**src/rtl/tsp_pkg.sv**
```systemverilog
package tsp_pkg;

    typedef enum logic [1:0] {
        FQ_EMPTY = 2'd0,
        FQ_PART  = 2'd1,
        FQ_FULL  = 2'd2
    } fq_state_e;

    // modular add of two non-negative values below n
    function automatic int wrap_add(int a, int b, int n);
        int s;
        s = a + b;
        return (s >= n) ? s - n : s;
    endfunction

endpackage

```
**src/rtl/tsp_slot_flags.sv**
```systemverilog
module tsp_slot_flags #(
    parameter int DEPTH  = 48,
    parameter int SLOT_W = $clog2(DEPTH)
) (
    input  logic              clk,
    input  logic              rst_n,
    input  logic              pipe_clear,
    input  logic              set_en,
    input  logic [SLOT_W-1:0] set_slot,
    input  logic              rel_en,
    input  logic [SLOT_W-1:0] rel_slot,
    output logic [DEPTH-1:0]  mask_q,
    output logic [DEPTH-1:0]  mask_d
);

    for (genvar i = 0; i < DEPTH; i++) begin : g_flag
        always_comb begin
            if (pipe_clear) begin
                mask_d[i] = 1'b0;
            end else if (set_en && (set_slot == SLOT_W'(i))) begin
                mask_d[i] = 1'b1;
            end else if (rel_en && (rel_slot == SLOT_W'(i))) begin
                mask_d[i] = 1'b0;
            end else begin
                mask_d[i] = mask_q[i];
            end
        end

        always_ff @(posedge clk or negedge rst_n) begin
            if (!rst_n) begin
                mask_q[i] <= 1'b0;
            end else begin
                mask_q[i] <= mask_d[i];
            end
        end
    end

    // setting a flag never targets one already set
    a_r6_set_only_free: assert property (@(posedge clk) disable iff (!rst_n)
        set_en |-> !mask_q[set_slot]);

endmodule

```
**src/rtl/tsp_write_ptr.sv**
```systemverilog
module tsp_write_ptr #(
    parameter int DEPTH  = 48,
    parameter int LOOK   = 5,
    parameter int SLOT_W = $clog2(DEPTH)
) (
    input  logic              clk,
    input  logic              rst_n,
    input  logic              pipe_clear,
    input  logic              adv,
    input  logic [DEPTH-1:0]  mask_d,
    output logic [SLOT_W-1:0] wp_q
);
    import tsp_pkg::*;

    logic [SLOT_W-1:0] nxt;
    logic [SLOT_W-1:0] cand;
    logic              found;

    // search the next LOOK slots for the first unlocked one
    always_comb begin
        nxt   = SLOT_W'(wrap_add(int'(wp_q), 1, DEPTH));
        cand  = nxt;
        found = 1'b0;
        for (int k = 1; k <= LOOK; k++) begin
            cand = SLOT_W'(wrap_add(int'(wp_q), k, DEPTH));
            if (!found && !mask_d[cand]) begin
                nxt   = cand;
                found = 1'b1;
            end
        end
    end

    always_ff @(posedge clk or negedge rst_n) begin
        if (!rst_n) begin
            wp_q <= '0;
        end else if (pipe_clear) begin
            wp_q <= '0;
        end else if (adv) begin
            wp_q <= nxt;
        end
    end

    // an advance always moves the pointer
    a_r2_wp_moves: assert property (@(posedge clk) disable iff (!rst_n)
        (adv && !pipe_clear) |=> (wp_q != $past(wp_q)));

    // no advance, no movement
    a_r2_wp_holds: assert property (@(posedge clk) disable iff (!rst_n)
        (!adv && !pipe_clear) |=> $stable(wp_q));

endmodule

```
**src/rtl/tsp_addr_fifo.sv**
```systemverilog
module tsp_addr_fifo #(
    parameter int FIFO_DEPTH = 4,
    parameter int SLOT_W     = 6,
    parameter int CNT_W      = $clog2(FIFO_DEPTH + 1),
    parameter int IDX_W      = (FIFO_DEPTH > 1) ? $clog2(FIFO_DEPTH) : 1
) (
    input  logic              clk,
    input  logic              rst_n,
    input  logic              pipe_clear,
    input  logic              push,
    input  logic [SLOT_W-1:0] push_slot,
    input  logic              pop,
    output logic [SLOT_W-1:0] head_slot,
    output logic [CNT_W-1:0]  count,
    output logic              head_valid,
    output logic              full
);
    import tsp_pkg::*;

    fq_state_e         state_q, state_d;
    logic [SLOT_W-1:0] store [FIFO_DEPTH];
    logic [IDX_W-1:0]  rd_q, wr_q;
    logic [CNT_W-1:0]  count_d;

    function automatic logic [IDX_W-1:0] bump(logic [IDX_W-1:0] p);
        return (int'(p) == FIFO_DEPTH - 1) ? '0 : p + 1'b1;
    endfunction

    always_comb begin
        count_d = count;
        if (push && !pop) count_d = count + 1'b1;
        if (pop && !push) count_d = count - 1'b1;
    end

    // state register
    always_ff @(posedge clk or negedge rst_n) begin
        if (!rst_n) begin
            state_q <= FQ_EMPTY;
        end else begin
            state_q <= state_d;
        end
    end

    // transitions
    always_comb begin
        state_d = state_q;
        if (pipe_clear) begin
            state_d = FQ_EMPTY;
        end else begin
            unique case (state_q)
                FQ_EMPTY: if (push)
                    state_d = (int'(count_d) == FIFO_DEPTH) ? FQ_FULL : FQ_PART;
                FQ_PART: begin
                    if (count_d == '0) state_d = FQ_EMPTY;
                    else if (int'(count_d) == FIFO_DEPTH) state_d = FQ_FULL;
                end
                FQ_FULL: if (pop && !push)
                    state_d = (count_d == '0) ? FQ_EMPTY : FQ_PART;
                default: state_d = FQ_EMPTY;
            endcase
        end
    end

    // outputs decoded from state
    always_comb begin
        head_valid = 1'b0;
        full       = 1'b0;
        unique case (state_q)
            FQ_EMPTY: ;
            FQ_PART:  head_valid = 1'b1;
            FQ_FULL: begin
                head_valid = 1'b1;
                full       = 1'b1;
            end
            default: ;
        endcase
    end

    always_ff @(posedge clk or negedge rst_n) begin
        if (!rst_n) begin
            rd_q  <= '0;
            wr_q  <= '0;
            count <= '0;
        end else if (pipe_clear) begin
            rd_q  <= '0;
            wr_q  <= '0;
            count <= '0;
        end else begin
            count <= count_d;
            if (push) wr_q <= bump(wr_q);
            if (pop)  rd_q <= bump(rd_q);
        end
    end

    always_ff @(posedge clk) begin
        if (push && !pipe_clear) store[wr_q] <= push_slot;
    end

    assign head_slot = store[rd_q];

    // state and count agree
    a_r11_state_count: assert property (@(posedge clk) disable iff (!rst_n)
        (head_valid == (count != '0)) && (full == (int'(count) == FIFO_DEPTH)));

    // never above capacity
    a_r7_no_overflow: assert property (@(posedge clk) disable iff (!rst_n)
        int'(count) <= FIFO_DEPTH);

    // pop never requested on an empty queue
    a_r9_pop_nonempty: assert property (@(posedge clk) disable iff (!rst_n)
        pop |-> head_valid);

endmodule

```
**src/rtl/tsp_ptr_mgr.sv**
```systemverilog
module tsp_ptr_mgr #(
    parameter int DEPTH      = 48,
    parameter int FIFO_DEPTH = 4,
    parameter int SLOT_W     = $clog2(DEPTH),
    parameter int CNT_W      = $clog2(FIFO_DEPTH + 1)
) (
    input  logic              clk,
    input  logic              rst_n,
    input  logic              pipe_clear,
    input  logic              adv,
    input  logic              trig,
    input  logic              clr,
    input  logic [SLOT_W-1:0] latency,
    output logic [SLOT_W-1:0] wr_slot,
    output logic [SLOT_W-1:0] trig_slot,
    output logic              head_valid,
    output logic [SLOT_W-1:0] head_slot,
    output logic [CNT_W-1:0]  held_count,
    output logic              overflow,
    output logic [DEPTH-1:0]  protect_mask
);
    import tsp_pkg::*;

    localparam int LOOK = FIFO_DEPTH + 1;

    logic [SLOT_W-1:0] lat_eff;
    logic [DEPTH-1:0]  mask_d;
    logic              already, full, pop, push, drop;

    always_comb begin
        lat_eff   = (int'(latency) >= DEPTH) ? SLOT_W'(DEPTH - 1) : latency;
        trig_slot = SLOT_W'(wrap_add(int'(wr_slot), DEPTH - int'(lat_eff), DEPTH));
        already   = protect_mask[trig_slot];
        pop       = clr && head_valid && !pipe_clear;
        push      = trig && !already && !pipe_clear && (!full || pop);
        drop      = trig && !already && !pipe_clear && full && !pop;
    end

    tsp_slot_flags #(.DEPTH(DEPTH), .SLOT_W(SLOT_W)) u_flags (
        .clk        (clk),
        .rst_n      (rst_n),
        .pipe_clear (pipe_clear),
        .set_en     (push),
        .set_slot   (trig_slot),
        .rel_en     (pop),
        .rel_slot   (head_slot),
        .mask_q     (protect_mask),
        .mask_d     (mask_d)
    );

    tsp_write_ptr #(.DEPTH(DEPTH), .LOOK(LOOK), .SLOT_W(SLOT_W)) u_wptr (
        .clk        (clk),
        .rst_n      (rst_n),
        .pipe_clear (pipe_clear),
        .adv        (adv),
        .mask_d     (mask_d),
        .wp_q       (wr_slot)
    );

    tsp_addr_fifo #(.FIFO_DEPTH(FIFO_DEPTH), .SLOT_W(SLOT_W), .CNT_W(CNT_W)) u_fifo (
        .clk        (clk),
        .rst_n      (rst_n),
        .pipe_clear (pipe_clear),
        .push       (push),
        .push_slot  (trig_slot),
        .pop        (pop),
        .head_slot  (head_slot),
        .count      (held_count),
        .head_valid (head_valid),
        .full       (full)
    );

    always_ff @(posedge clk or negedge rst_n) begin
        if (!rst_n) begin
            overflow <= 1'b0;
        end else if (pipe_clear) begin
            overflow <= 1'b0;
        end else if (drop) begin
            overflow <= 1'b1;
        end
    end

    // locks and queue entries stay one-to-one
    a_r4_mask_matches_count: assert property (@(posedge clk) disable iff (!rst_n)
        $countones(protect_mask) == int'(held_count));

    // the write pointer never rests on a locked slot after moving
    a_r5_lands_free: assert property (@(posedge clk) disable iff (!rst_n)
        (adv && !pipe_clear) |=> !protect_mask[wr_slot]);

    // overflow is sticky
    a_r7_sticky: assert property (@(posedge clk) disable iff (!rst_n)
        (overflow && !pipe_clear) |=> overflow);

    // a released head is unlocked next cycle
    a_r8_release_unlocks: assert property (@(posedge clk) disable iff (!rst_n)
        (clr && head_valid && !pipe_clear) |=> !protect_mask[$past(head_slot)]);

    // clear empties everything
    a_r1_clear: assert property (@(posedge clk) disable iff (!rst_n)
        pipe_clear |=> (wr_slot == '0) && (protect_mask == '0) && !overflow);

endmodule

```
**config.mk**
```make
export PLATFORM = sky130hd
export DESIGN_NAME = tsp_ptr_mgr
export DESIGN_NICKNAME = d
export VERILOG_FILES = /design/src/rtl/tsp_pkg.sv /design/src/rtl/tsp_slot_flags.sv /design/src/rtl/tsp_write_ptr.sv /design/src/rtl/tsp_addr_fifo.sv /design/src/rtl/tsp_ptr_mgr.sv
export SDC_FILE = /design/constraint.sdc
export NUM_CORES = 1
export LEC_CHECK = 0
export ABC_CLOCK_PERIOD_IN_PS = 15600
export BUFFER_PORTS_ARGS = -buffer_cell sky130_fd_sc_hd__clkbuf_2
export CELL_PAD_IN_SITES_DETAIL_PLACEMENT = 0
export CELL_PAD_IN_SITES_GLOBAL_PLACEMENT = 2
export CORE_MARGIN = 2
export CORE_UTILIZATION = 40
export CTS_CLUSTER_DIAMETER = 80
export CTS_CLUSTER_SIZE = 28
export DETAILED_ROUTE_END_ITERATION = 6
export PLACE_DENSITY = 0.88
export RECOVER_POWER = 25
export SYNTH_ARGS = -nofsm -noshare
export SYNTH_HDL_FRONTEND = slang
export SYNTH_SLANG_ARGS = --single-unit
```
**constraint.sdc**
```tcl
create_clock -name clk -period 15.6 [get_ports clk]
set_clock_uncertainty 0.05 [all_clocks]
set_input_delay 0.78 -clock clk [delete_from_list [all_inputs] [get_ports clk]]
set_output_delay 0.78 -clock clk [all_outputs]
set_load 0.02 [all_outputs]
```
==> qor.csv <==
metric,value,unit
status,"complete, but fails checks",
failing checks,"max-capacitance violations, max-slew violations",
sw frac,0.591,
warnings from Yosys,0,
IO Pins,83,
post-synthesis simple-gate area fraction,0.233,
CTS root buf,clkbuf_16,
synth unique cells,96,
I/O Buffers,82,
overall routing resource usage,0.357,
"Avg Cell Area, Syn",8.25,um^2
minimum clock period,8.46,ns
Worst Setup SP,latency[4],
Finished Cell Area,10200,um^2
grt ovf,0,
Switch Pwr,1.12,mW
DP Area,9870,um^2
DRC violations left,0,
startpoint types,input port,
cts bufs inserted,9,
post-route insts no fill,1453,
clock-pin slew on the worst setup and hold paths,0.09,ns
drt pass-1 iters,6,
Core Area,22600,um^2
Final Hold Fails,0,
CTS tree,yes,
Setup-failing EPs final,0,
global-route wire length before repair,64.5,mm
WL final,43.8,mm
Avg WL per Cell,30.2,um
Sequential Power Share,0.157,
hold_buf cts,0,
WP data arrival,8.70,ns
DIE WIDTH,156,um
H-tree levels,3,
clock share of power,0.130,
Post-synth EDFFs,24,
area of the mapped netlist,9200,um^2
crit path max fanout,45,
Mapped Cells,1115,
post-synthesis mux area share,0.0789,
final period utilization,0.543,
"Seq/Total Area, Yosys",0.252,
Adder-Cell Fraction of Synth Area,0.0484,
RSZ-0062 raised after global routing,false,
combinational fraction of design power,0.713,
Longest Clk Path Bufs,2,
post-route setup TNS,0,ns
Hold Path Origin,overflow,
Least-Margin Pin Slew,3.85,ns
Max-Cap Viols,1,
Tot Pwr,1.90,mW
largest family of logic cells by synthesized area,compound AO/OA/AOI/OAI gates,
FP Rows,55,
Synth Register Bits,88,
power density over the cells,186,nW/um^2
Starting Density,0.406,
drt via density,7.24,
DP HPWL,32.4,mm
Syn Nets,1162,
Final ANT Viol Nets,0,
Post-Place Cells,1434,
post-CTS resize count,0,
worst-skew pair later-pin latency,0.38,ns
post-synthesis xor/xnor area fraction,0.0256,
"Req. time, crit path",15.84,ns
Final nets,1207,
antenna violations before repair,1,
# clock sinks,88,
Final Max Slew Viols,65,
max_slew headroom,-1.57,
DIE AREA,24200,um^2
largest net degree at the start of global routing,65,
main flop type after synthesis,dfrtp_1,
reg-to-reg startpoint,u_wptr.wp_q[5],
vias in the first global route,9922,
critical path class,input port to flip-flop,
layout cells sized above 1,0.168,
maximum vdd drop,0.0850,mV
Pleak,3.98,nW
Hold WC Path Type,flip-flop to flip-flop,
fill count,2303,
via count,10500,
"Setup Fix Bufs, Post-CTS",0,
cell-internal power,0.776,mW
Routability Congestion,1.06,
Area growth syn-to-layout,10.9,%
Synth Area in Compound Gates,0.306,
f_max,118,MHz
post-synthesis async set-or-reset flop share,0.727,
CP endpoint kind,flip-flop,
Iteration-0 DRC Markers,1671,
Die Ht,156,um
## synthesized netlist by cell type, types with 14 or more instances
library cell	number	area, um^2
nor2_1	125	469
nand4_1	20	125
nand2_1	108	405
dfrtp_1	64	1600
a41oi_1	27	236
o211ai_1	14	105
edfxtp_1	24	721
clkbuf_1	45	169
o22ai_1	23	144
and2_1	22	138
nor4_1	19	119
a31oi_1	21	131
inv_1	38	143
mux2i_1	14	140
o21a_1	19	143
ha_1	34	425
nand3_1	39	195
buf_2	23	115
nor3_1	30	150
xnor2_1	17	149
mux4_2	23	518
o21ai_0	37	185
a211oi_1	21	158
a21oi_1	36	180
## cell type report
class	instances	area (um^2)	area share
timing repair buffer	114	647	0.0634
sequential	88	2320	0.228
antenna	3	7.51	0.000736
multi-input combinational	904	6380	0.626
clock inverter	7	97.6	0.00957
inverter	43	161	0.0158
tap	285	357	0.0350
clock buffer	9	225	0.0221
## logic make-up after synthesis
group	after synthesis
and+or+nand+nor	433
adders and majority gates	35
buffers and inverters	123
muxes	43
xor gates and xnor gates	26
DFF	88
AOI/OAI and AO/OA	367
## path summary, 6_finish.rpt
| path | endpoint | slack, ns | cells after the start |
|---|---|---|---|
| setup reg to reg | u_wptr.wp_q[3] | 7.77 | 19 |
| min in group asynchronous | u_fifo.count[0] | 1.79 | 2 |
| max in group asynchronous | u_wptr.wp_q[0] | 11.26 | 2 |
| hold reg to reg | overflow | 0.45 | 2 |
| setup / recovery | u_wptr.wp_q[3] | 7.14 | 25 |
| hold / removal | overflow | 0.45 | 2 |
## routing by layer
layer | track usage | part of all wire | up-vias
met5 | 0 | 0 | -
met4 | 0.170 | 0.054 | 0
met3 | 0.114 | 0.13 | 176
met2 | 0.518 | 0.42 | 841
met1 | 0.482 | 0.40 | 5044
li1 | - | - | 4462
## power groups by stage
stage,clock [mW],combinational [mW],sequential [mW]
after detailed placement,0,1.29,0.302
final,0.247,1.35,0.297
after global routing,0.255,1.41,0.300
after floorplan,0,0.864,0.309
after global placement,0,1.30,0.301
after CTS,0.249,1.29,0.297
## critical path: stages
cell and delay, ns:
clkbuf_2 0.13, nand2_1 0.07, nand2b_1 0.09, inv_1 0.05, ha_1 0.21, xor2_1 0.17, ha_1 0.39, o21a_1 0.18
and2_1 0.58, o311ai_4 0.18, ha_1 0.26, a211o_1 0.27, nor2b_1 0.14, a21boi_1 0.41, nand3_1 0.83, inv_2 1.03
a41oi_1 0.46, a221oi_1 0.41, o31ai_1 0.13, a2111oi_2 0.66, o211ai_4 0.19, nand4b_4 0.26, or2_4 0.31, a211o_1 0.27
a311oi_2 0.24
## stage by stage
stage,setup slack [ns],util,hold WS [ns]
floorplan,9.40,-,0.434
global placement,7.20,0.436,0.432
detailed placement,6.99,0.436,0.437
CTS,7.36,0.450,0.452
global route,6.77,0.450,0.507
finish,7.14,0.451,0.447
## registers in the layout, summed over array words and instances (netlist names)
| signal | count |
|---|---|
| u_flags.mask_q | 48 |
| u_fifo.store | 24 |
| u_wptr.wp_q | 6 |
| u_fifo.count | 3 |
| u_fifo.rd_q | 2 |
| u_fifo.state_q | 2 |
| u_fifo.wr_q | 2 |
| overflow | 1 |
## cell usage in the layout (no fill, tap or decap), types with 20 or more instances in the layout
master / count
dfrtp_1: 63
edfxtp_1: 24
o21ai_0: 37
a21oi_1: 36
buf_4: 31
nor3_1: 30
ha_1: 34
a41oi_1: 27
mux4_2: 23
nand4_1: 20
o22ai_1: 23
nand2_1: 108
a31oi_1: 21
clkbuf_2: 80
inv_1: 38
a211oi_1: 21
nor2_1: 125
nand3_1: 39
and2_1: 22
Power figures use the tool's default switching activity.
